## src/rtl/ec_pkg.sv

```systemverilog
package ec_pkg;
   // one collected or sampled bit with its strobe
   typedef struct packed {
      logic vld;
      logic val;
   } ec_bit_t;
endpackage

```

## src/rtl/ec_sampler.sv

```systemverilog
module ec_sampler #(
   parameter int PER_W = 32
) (
   input  logic             clk,
   input  logic             rst_n,
   input  logic             run,
   input  logic [PER_W-1:0] period,
   input  logic             raw_bit,
   output ec_pkg::ec_bit_t  smp
);
   logic [PER_W-1:0] cnt_q;
   logic [PER_W-1:0] lim;
   logic             hit;

   assign lim = (period == '0) ? '0 : period - 1'b1;
   assign hit = run && (cnt_q >= lim);

   always_ff @(posedge clk or negedge rst_n) begin
      if (!rst_n)            cnt_q <= '0;
      else if (!run || hit)  cnt_q <= '0;
      else                   cnt_q <= cnt_q + 1'b1;
   end

   assign smp.vld = hit;
   assign smp.val = raw_bit;

   // after a strobe the interval restarts, so a back-to-back strobe needs P=1
   p_strobe_spacing_r1: assert property (@(posedge clk) disable iff (!rst_n)
      smp.vld |=> (!smp.vld || lim == '0));
endmodule

```

## src/rtl/ec_debias.sv

```systemverilog
module ec_debias (
   input  logic            clk,
   input  logic            rst_n,
   input  logic            clr,
   input  logic            bypass,
   input  ec_pkg::ec_bit_t smp,
   output ec_pkg::ec_bit_t col
);
   logic            phase_q;
   logic            first_q;
   ec_pkg::ec_bit_t col_q;

   always_ff @(posedge clk or negedge rst_n) begin
      if (!rst_n) begin
         phase_q <= 1'b0;
         first_q <= 1'b0;
         col_q   <= '0;
      end else begin
         col_q.vld <= 1'b0;
         if (clr) begin
            phase_q <= 1'b0;
         end else if (smp.vld) begin
            if (bypass) begin
               col_q <= '{vld: 1'b1, val: smp.val};
            end else if (!phase_q) begin
               first_q <= smp.val;
               phase_q <= 1'b1;
            end else begin
               phase_q <= 1'b0;
               if (first_q != smp.val) col_q <= '{vld: 1'b1, val: first_q};
            end
         end
      end
   end

   assign col = col_q;

   // a clear happens only with sampling stopped, so nothing leaves next cycle
   p_clr_quiet_r8: assert property (@(posedge clk) disable iff (!rst_n)
      clr |=> !col.vld);
endmodule

```

## src/rtl/ec_health.sv

```systemverilog
module ec_health #(
   parameter int RUN_LEN = 32,
   parameter int BLK_W   = 16
) (
   input  logic clk,
   input  logic rst_n,
   input  logic clr,
   input  logic acc,
   input  logic val,
   input  logic vn_bypass,
   input  logic rep_bypass,
   output logic vn_err,
   output logic rep_err
);
   localparam int RUN_W  = $clog2(RUN_LEN + 1);
   localparam int BCNT_W = $clog2(BLK_W);

   logic [RUN_W-1:0]  run_q, run_nx;
   logic              last_q;
   logic [BLK_W-1:0]  blk_q, blk_nx, prev_q;
   logic [BCNT_W-1:0] bcnt_q;
   logic              have_prev_q;

   assign run_nx = (run_q != '0 && val == last_q) ? run_q + 1'b1 : RUN_W'(1);
   assign blk_nx = {blk_q[BLK_W-2:0], val};

   always_ff @(posedge clk or negedge rst_n) begin
      if (!rst_n) begin
         run_q <= '0; last_q <= 1'b0; blk_q <= '0; prev_q <= '0;
         bcnt_q <= '0; have_prev_q <= 1'b0; vn_err <= 1'b0; rep_err <= 1'b0;
      end else begin
         vn_err  <= 1'b0;
         rep_err <= 1'b0;
         if (clr) begin
            run_q <= '0; bcnt_q <= '0; have_prev_q <= 1'b0;
         end else if (acc) begin
            last_q <= val;
            if (run_nx == RUN_W'(RUN_LEN)) begin
               vn_err <= !vn_bypass;
               run_q  <= '0;
            end else begin
               run_q <= run_nx;
            end
            if (bcnt_q == BCNT_W'(BLK_W - 1)) begin
               rep_err     <= !rep_bypass && have_prev_q && (blk_nx == prev_q);
               prev_q      <= blk_nx;
               have_prev_q <= 1'b1;
               bcnt_q      <= '0;
            end else begin
               bcnt_q <= bcnt_q + 1'b1;
            end
            blk_q <= blk_nx;
         end
      end
   end

   p_run_gate_r4: assert property (@(posedge clk) disable iff (!rst_n)
      vn_bypass |=> !vn_err);
   p_rep_gate_r5: assert property (@(posedge clk) disable iff (!rst_n)
      rep_bypass |=> !rep_err);
   p_err_needs_bit_r4: assert property (@(posedge clk) disable iff (!rst_n)
      !acc |=> (!vn_err && !rep_err));
endmodule

```

## src/rtl/ec_holding.sv

```systemverilog
module ec_holding #(
   parameter int DEPTH  = 192,
   parameter int WORD_W = 32,
   localparam int NWORDS = DEPTH / WORD_W,
   localparam int SEL_W  = $clog2(NWORDS + 1),
   localparam int CNT_W  = $clog2(DEPTH + 1)
) (
   input  logic              clk,
   input  logic              rst_n,
   input  logic              clr,
   input  ec_pkg::ec_bit_t   col,
   input  logic [SEL_W-1:0]  rd_sel,
   output logic              acc,
   output logic              valid,
   output logic [WORD_W-1:0] rd_word
);
   logic [DEPTH-1:0]  store_q;
   logic [CNT_W-1:0]  cnt_q;
   logic [WORD_W-1:0] words [NWORDS];

   assign acc = col.vld && !valid;

   always_ff @(posedge clk or negedge rst_n) begin
      if (!rst_n) begin
         store_q <= '0;
         cnt_q   <= '0;
         valid   <= 1'b0;
      end else if (clr) begin
         cnt_q <= '0;
         valid <= 1'b0;
      end else if (acc) begin
         store_q[cnt_q] <= col.val;
         cnt_q          <= cnt_q + 1'b1;
         if (cnt_q == CNT_W'(DEPTH - 1)) valid <= 1'b1;
      end
   end

   for (genvar g = 0; g < NWORDS; g++) begin : g_word
      assign words[g] = store_q[g*WORD_W +: WORD_W];
   end

   always_comb begin
      rd_word = '0;
      for (int i = 0; i < NWORDS; i++)
         if (int'(rd_sel) == i) rd_word = words[i];
   end

   p_valid_sticky_r7: assert property (@(posedge clk) disable iff (!rst_n)
      (valid && !clr) |=> valid);
   p_frozen_r7: assert property (@(posedge clk) disable iff (!rst_n)
      (valid && !clr) |=> $stable(store_q));
   p_fill_bound_r7: assert property (@(posedge clk) disable iff (!rst_n)
      cnt_q <= CNT_W'(DEPTH));
endmodule

```

## src/rtl/entropy_collector.sv

```systemverilog
module entropy_collector #(
   parameter int DEPTH          = 192,
   parameter int WORD_W         = 32,
   parameter int PER_W          = 32,
   parameter int RUN_LEN        = 32,
   parameter int BLK_W          = 16,
   parameter int MIN_BYP_PERIOD = 17,
   localparam int NWORDS = DEPTH / WORD_W,
   localparam int SEL_W  = $clog2(NWORDS + 1)
) (
   input  logic              clk,
   input  logic              rst_n,
   input  logic              src_en,
   input  logic [PER_W-1:0]  sample_period,
   input  logic              raw_bit,
   input  logic              vn_bypass,
   input  logic              rep_bypass,
   input  logic              cnt_clear,
   input  logic [SEL_W-1:0]  rd_sel,
   output logic [WORD_W-1:0] rd_word,
   output logic              vn_err,
   output logic              rep_err,
   output logic              valid,
   output logic              busy
);
   if (DEPTH % WORD_W != 0) begin : g_bad_depth
      $error("DEPTH must be a whole number of words");
   end
   if (DEPTH % BLK_W != 0 || BLK_W < 2) begin : g_bad_blk
      $error("BLK_W must be at least 2 and divide DEPTH");
   end
   if (RUN_LEN < 2) begin : g_bad_run
      $error("RUN_LEN must be at least 2");
   end

   ec_pkg::ec_bit_t smp, col;
   logic clr_ok, acc;

   assign clr_ok = cnt_clear && !src_en;
   assign busy   = src_en && !valid;

   ec_sampler #(.PER_W(PER_W)) u_smp (
      .clk(clk), .rst_n(rst_n), .run(src_en && !valid),
      .period(sample_period), .raw_bit(raw_bit), .smp(smp));

   ec_debias u_vn (
      .clk(clk), .rst_n(rst_n), .clr(clr_ok), .bypass(vn_bypass),
      .smp(smp), .col(col));

   ec_holding #(.DEPTH(DEPTH), .WORD_W(WORD_W)) u_hold (
      .clk(clk), .rst_n(rst_n), .clr(clr_ok), .col(col), .rd_sel(rd_sel),
      .acc(acc), .valid(valid), .rd_word(rd_word));

   ec_health #(.RUN_LEN(RUN_LEN), .BLK_W(BLK_W)) u_hlth (
      .clk(clk), .rst_n(rst_n), .clr(clr_ok), .acc(acc), .val(col.val),
      .vn_bypass(vn_bypass), .rep_bypass(rep_bypass),
      .vn_err(vn_err), .rep_err(rep_err));

   // input constraint on the bypass path
   p_min_period_r3: assert property (@(posedge clk) disable iff (!rst_n)
      (src_en && vn_bypass) |-> (sample_period >= PER_W'(MIN_BYP_PERIOD)));
endmodule

```

## config.mk

```make
export PLATFORM = sky130hd
export DESIGN_NAME = entropy_collector
export DESIGN_NICKNAME = d
export VERILOG_FILES = /design/src/rtl/ec_pkg.sv /design/src/rtl/ec_sampler.sv /design/src/rtl/ec_debias.sv /design/src/rtl/ec_health.sv /design/src/rtl/ec_holding.sv /design/src/rtl/entropy_collector.sv
export SDC_FILE = /design/constraint.sdc
export NUM_CORES = 1
export LEC_CHECK = 0
export ABC_AREA = 1
export BUFFER_PORTS_ARGS = -buffer_cell sky130_fd_sc_hd__buf_2
export CAP_MARGIN = 20
export CORE_ASPECT_RATIO = 1.4
export CORE_MARGIN = 2
export CORE_UTILIZATION = 65
export CTS_BUF_LIST = sky130_fd_sc_hd__clkbuf_4 sky130_fd_sc_hd__clkbuf_8
export CTS_CLUSTER_DIAMETER = 60
export DETAILED_ROUTE_END_ITERATION = 12
export PLACE_DENSITY = 0.86
export SLEW_MARGIN = 20
export SYNTH_ARGS = -nofsm -noshare
export SYNTH_HDL_FRONTEND = slang
export SYNTH_SLANG_ARGS = --single-unit
```

## constraint.sdc

```tcl
create_clock -name clk -period 3.1 [get_ports clk]
set_input_delay 0.62 -clock clk [delete_from_list [all_inputs] [get_ports clk]]
set_output_delay 0.62 -clock clk [all_outputs]
set_load 0.01 [all_outputs]
```

# Yosys cells after proc, flatten, opt, wreduce, memory -nomap -nowiden
# Index checks and enable logic that the tools add are counted.
# word_totals
register_bits	282
in_bits	42
out_inout_bits	36
word_cells	110
# op_classes
add_sub_neg	5
n_lt_le_gt_ge	3
eq_ne	12
n_mux	41
bitwise_logic	3
n_reduce_logical	30
# op_table
op	n
two-way mux 32 bit	8
bitwise mux 192 bit	1
adder 32 x 1 -> 32 bit, second input constant	1
greater-or-equal comparator 32 bit	1
logical NOT 32 bit	1
subtractor 32 x 1 -> 32 bit, second input constant	1
two-way mux 6 bit	4
two-way mux 1 bit	17
== test 16 bit	1
two-way mux 8 bit	2
== test 3 bit, second input constant	4
two-way mux 4 bit	3
nonzero test 2 bit	6
two-way mux 2 bit	5
< comparator 8 x 9 -> 1 bit, second input constant	1
adder 8 x 1 -> 8 bit, second input constant	1
demux 1 bit (select 8 bit)	1
== test 8 bit, second input constant	1
greater-or-equal comparator 8 x 1 -> 1 bit, second input constant	1
logical AND 1 bit	8
AND reduction 2 bit	4
AND reduction 4 bit	2
adder 6 x 1 -> 6 bit, second input constant	1
== test 6 bit, second input constant	1
12 further kinds	18

# Longest topological paths before layout
# depth
word_depth	7
ltp_mapped	25
ltp_nobuf	25

# Modules after synthesis
# A second synthesis with hierarchy kept.
# unflattened
cells_unflattened	2182
hier_area_um2	16324.4
# by_module_without_submodules
mod	instances	cells_each	area_per_inst_um2	seq_area_each_um2
ec_holding	1	1321	10347.4	5029.8
ec_sampler	1	571	3637.2	800.8
ec_health	1	259	2102.0	1101.1
ec_debias	1	27	220.2	100.1
entropy_collector	1	4	17.5	0.0

# Least setup slack after synthesis
# No wires, ideal clock.
# synth_path
path_kind	input to register
from	input sample_period[0]
to	register u_smp.cnt_q[22]
setup_time_ps	132
arrival_ps	3112
t_required_ps	2968
path_slack_ps	-144
cell_stages	18
n_path_buf	1
cell_sequence	inv_1 > ha_1 > inv_1 > nor2_1 > nand2_1 > nor2_1 > nand4_1 > xor2_1 > or2_2 > ha_1 > nand2_1 > nor2_1 > nand4_1 > nor2_1 > nand2_1 > nand3_1 > clkbuf_1 > nor2_1
# synth_between
elab_chain_cells	6
elab_cells_between_ends	7
classes_between	add/sub: 1; order compare: 1; mux: 2; reduce/logical: 3
# synth_lines
item	line_no	source
start: declaration	entropy_collector.sv:14	input logic [PER_W-1:0] sample_period,
subtractor 32 x 1 -> 32 bit or logical NOT 32 bit (tied branches)	ec_sampler.sv:15	assign lim = (period == '0) ? '0 : period - 1'b1;
two-way mux 32 bit (*)	ec_sampler.sv:15	
greater-or-equal comparator 32 bit (*)	ec_sampler.sv:16	assign hit = run && (cnt_q >= lim);
logical AND 1 bit (*)	ec_sampler.sv:16	
logical OR 1 bit (*)	ec_sampler.sv:20	else if (!run || hit) cnt_q <= '0;
two-way mux 32 bit (*)	ec_sampler.sv:20	
end signal: assignment	ec_sampler.sv:21	else cnt_q <= cnt_q + 1'b1;
end: declaration	ec_sampler.sv:11	logic [PER_W-1:0] cnt_q;
# Every way passes the cells marked *; elsewhere a longest branch is shown, timed or not.
# A chain may end at the register's enable or synchronous reset.

# Worst setup path after layout
# layout_path
from	input sample_period[7]
to	register u_vn.col_q, in the netlist u_vn.col[0]
# layout_between
elab_chain_cells	5
elab_cells_between_ends	6
classes_between	add/sub: 1; order compare: 1; mux: 1; reduce/logical: 3
# layout_lines
item	line_no	source
subtractor 32 x 1 -> 32 bit or logical NOT 32 bit (tied branches)	ec_sampler.sv:15	
two-way mux 32 bit (*)	ec_sampler.sv:15	
greater-or-equal comparator 32 bit (*)	ec_sampler.sv:16	
logical AND 1 bit (*)	ec_sampler.sv:16	
AND reduction 4 bit (no line) (*)	n/a	
end signal: assignment	ec_debias.sv:24	col_q <= '{vld: 1'b1, val: smp.val};
end signal: assignment	ec_debias.sv:30	if (first_q != smp.val) col_q <= '{vld: 1'b1, val: first_q};
end: declaration	ec_debias.sv:11	ec_pkg::ec_bit_t col_q;
# Marked as above.

==> results.md <==
* Status: finished, final reports clean
* Placed Area at 16600 sq um
* DP Wirelength at 30.0 mm
* Core Rows at 66
* GRT Residual Overflow at 0
* RD Place Congestion at 0.957
* Hold buffers post-CTS at 0
* LEAKAGE at 8.07 nW
* Worst path cell trace: buf_2 -> or2_2 -> nor2_1 -> nand3_1 -> xor2_1 -> or2_2 -> ha_1 -> nand2_1 -> nor2_2 -> nand2_1 -> nor2_1 -> nor2_1 -> nand2_1 -> nand2_1 -> nand2_1 -> nand2_1 -> nor2_2 -> nand2_1 -> o21ai_0
* Detailed Route WL at 44.7 mm
* Setup WS post-layout at 209 ps
* WS Path Type: in2reg
* Largest net degree at the start of global routing at 171
* Multi-input logic area at 7230 sq um
* Layout Utilization at 76.3%
* Synth Register Bits at 281
* Final Hold Vio Count at 0
* GRT Util Overall at 36.4%
* # setup viols final at 0
* Num CTS Buffers at 43
* CP max-delay cell: or2_2
* Cell Area, Synth at 15300 sq um
* Crit path launch type: input port
* Initial Utilization at 66.0%
* CP dominant cell by count: nand2_1
* Initial antenna violation count at 0
* Height of the die at 185 microns
* # H-tree levels at 2
* Routed WL per cell at 18.5 microns
* Switching pwr at 1.86 mW
* Post-place setup slack at -530 ps
* Relative slew slack at 48.3%
* Max FO, Critical Path at 3
* Max-cap viol count at 0
* Slew Viols, Final at 0
* Largest stage delay on the critical path at 330 ps
* I/O Buffers at 77
* Tmin final at 2890 ps
* Fmax at 0.346 GHz
* Clk Latency, worst-skew pair at 570 ps
* Worst setup EP type: flip-flop
* DR pass1 iterations at 7
* YS warnings at 0
* First-pass GRT wire length at 71.8 mm
* Clock transition at path regs at 70 ps
* Gate Count Post-Synth at 1924
* Clk pwr share at 42.3%
* CTS Sinks at 281
* Worst Skew at 27.4 ps
* Period utilisation layout at 93.3%
* Register area at 7030 sq um
* Mean Syn Cell Area at 7.93 sq um
* Post-route DRC violation count at 0
* Power per Cell Area at 426 nW/um^2
* Share of layout cells above drive strength 1 at 16.8%
* Sequential area share after synthesis at 46.1%
* Syn-to-layout area delta at 15.7%
* N_diodes at 0
* Routed Antenna Nets at 0
* Pint at 5.65 mW
* Nets at 2159
* Tightest Pin Transition at 776 ps
* Cell area after layout at 17600 sq um
* Full die area at 24700 sq um
* # fillers at 1716
* Sum Neg Setup Slack at 0 ps
* Switch share at 24.7%
* Crit path DAT at 3350 ps
* Unique masters post-synth at 43
* Worst EP required at 3560 ps
* Die W at 133 microns
* Initial DRC count at 1348
* Combinational Power Share at 7.7%
* Worst VDD drop at 0.410 mV
* Root Driver: clkbuf_8
* Sequential Power Share at 50.0%
* Core ar. at 23100 sq um
* Drt via density at 6.15
* CTS Buffer Depth at 3
* Syn nets at 2009
* Vias in the first global route at 14400
* Min-Delay Path Class: in2async
* Total number of vias at 14800
* CTS tree: yes
* Ports at 78
[critical path: cells and delay by family]
family          cells  cell delay (ps)
compound gates      1               80
xor+xnor            1              180
fa+ha+maj           1              270
buf+inv             1              120
simple gates       15             2080
[cell usage after synthesis, drive strengths merged]
cell type | n | area, sq um
nor2 | 297 | 1220
dfrtp | 281 | 7030
nand2 | 281 | 1060
inv | 194 | 731
a21oi | 185 | 926
nand3 | 150 | 756
o21ai | 115 | 576
a31oi | 95 | 594
clkbuf | 61 | 229
ha | 43 | 538
nor3 | 34 | 209
a221oi | 31 | 272
xor2 | 28 | 245
buf | 26 | 138
nand4 | 21 | 131
or2 | 16 | 100
nor4 | 11 | 68.8
xnor2 | 11 | 96.3
o211ai | 9 | 67.6
o21a | 8 | 60.1
a21o | 5 | 37.5
nor3b | 5 | 37.5
o22ai | 5 | 31.3
a211oi | 3 | 22.5
a21boi | 2 | 15.0
a22o | 2 | 17.5
clkinv | 2 | 7.51
mux2 | 2 | 22.5
a31o | 1 | 8.76
[kinds of logic after synthesis]
logic type | Yosys count | share of synthesized area (%)
buffers and inverters | 283 | 7.24
XOR/XNOR | 39 | 2.24
AND/OR/NAND/NOR | 815 | 23.5
multiplexers | 2 | 0.148
adder cells (fa/ha/maj) | 43 | 3.53
AO/OA/AOI/OAI | 461 | 17.2
flip-flops | 281 | 46.1
[worst paths after layout]
| check | from | end | slack [ps] | depth (start not counted) |
|---|---|---|---|---|
| worst max-delay path | sample_period[7] | u_vn.col[0]$_DFFE_PN0P_ | 210 | 19 |
| worst min-delay path | rst_n | u_hlth.blk_q[4]$_DFFE_PN0P_ | 20 | 1 |
| worst max register to register | u_hold.cnt_q[0]$_DFFE_PN0P_ | u_hold.store_q[122]$_DFFE_PN0P_ | 700 | 10 |
| min in group clk | vn_bypass | u_hlth.vn_err$_DFF_PN0_ | 300 | 2 |
| max in group asynchronous | rst_n | u_hold.store_q[105]$_DFFE_PN0P_ | 2250 | 2 |
| worst min register to register | u_hold.store_q[177]$_DFFE_PN0P_ | u_hold.store_q[177]$_DFFE_PN0P_ | 490 | 2 |
[through the flow]
step | power, mW | cells | hold slack, ps
6_report | 7.51 | 2411 | 15.4
5_1_grt | 7.77 | 2411 | 68.7
4_1_cts | 7.52 | 2410 | 47.1
3_5_place_dp | 4.38 | 2334 | 473
3_3_place_gp | 4.37 | 2334 | 464
2_1_floorplan | 4.07 | 1924 | 324
[cells in the final DEF (no fill, tap or decap), types with 10 or more instances in the layout]
cell type,n
nand3_1,147
clkbuf_8,53
o21ai_0,114
xnor2_1,11
clkbuf_4,15
buf_2,76
nor4_1,10
buf_4,106
or2_2,14
nor3_1,28
nor2_1,264
a21oi_1,184
nor2_4,13
a31oi_1,95
xor2_1,28
inv_1,180
dfrtp_1,281
nand2_1,273
a221oi_1,31
nand4_1,21
inv_2,10
ha_1,41
nor2_2,20
[sequential cells by signal (all words and copies together) (netlist names)]
| signal | count |
|---|---|
| u_smp.cnt_q | 32 |
| u_hlth.blk_q | 15 |
| u_hlth.vn_err | 1 |
| u_hlth.rep_err | 1 |
| u_hlth.prev_q | 16 |
| u_hold.store_q | 192 |
| u_vn.col | 2 |
| u_hlth.bcnt_q | 4 |
| u_hlth.run_q | 6 |
| u_hlth.have_prev_q | 1 |
| u_vn.phase_q | 1 |
| u_hold.cnt_q | 8 |
| u_vn.first_q | 1 |
| u_hold.valid | 1 |
[timing repair]
item	4_1_cts	5_1_grt
endpoints found under the hold margin	0	0
buffers inserted	0	1
resized for setup	0	32
setup endpoints to repair	0	36
[power by group through the flow]
stage | clock [mW] | combinational, mW | sequential (mW)
5_1_grt | 3.37 | 0.636 | 3.76
3_3_place_gp | 0 | 0.545 | 3.82
2_1_floorplan | 0 | 0.259 | 3.81
3_5_place_dp | 0 | 0.560 | 3.82
6_report | 3.18 | 0.575 | 3.76
4_1_cts | 3.20 | 0.563 | 3.76
[layout make-up]
type	instances	area share (%)
Clock buffer	68	4.77
Clock inverter	8	0.277
Inverter	196	4.23
Multi-Input combinational cell	1360	41.0
Sequential cell	281	39.8
Tap cell	306	2.17
Timing Repair Buffer	192	7.72
[metal layers]
metal	GRT usage (%)	share of wire, %	up-vias
met1	43.2	37	7008
met3	5.17	7.9	224
met2	61.8	49	769
li1	-	-	6824
met5	0	0	-
met4	24.3	6.8	0
No activity file was read; power rests on OpenSTA's default activity.
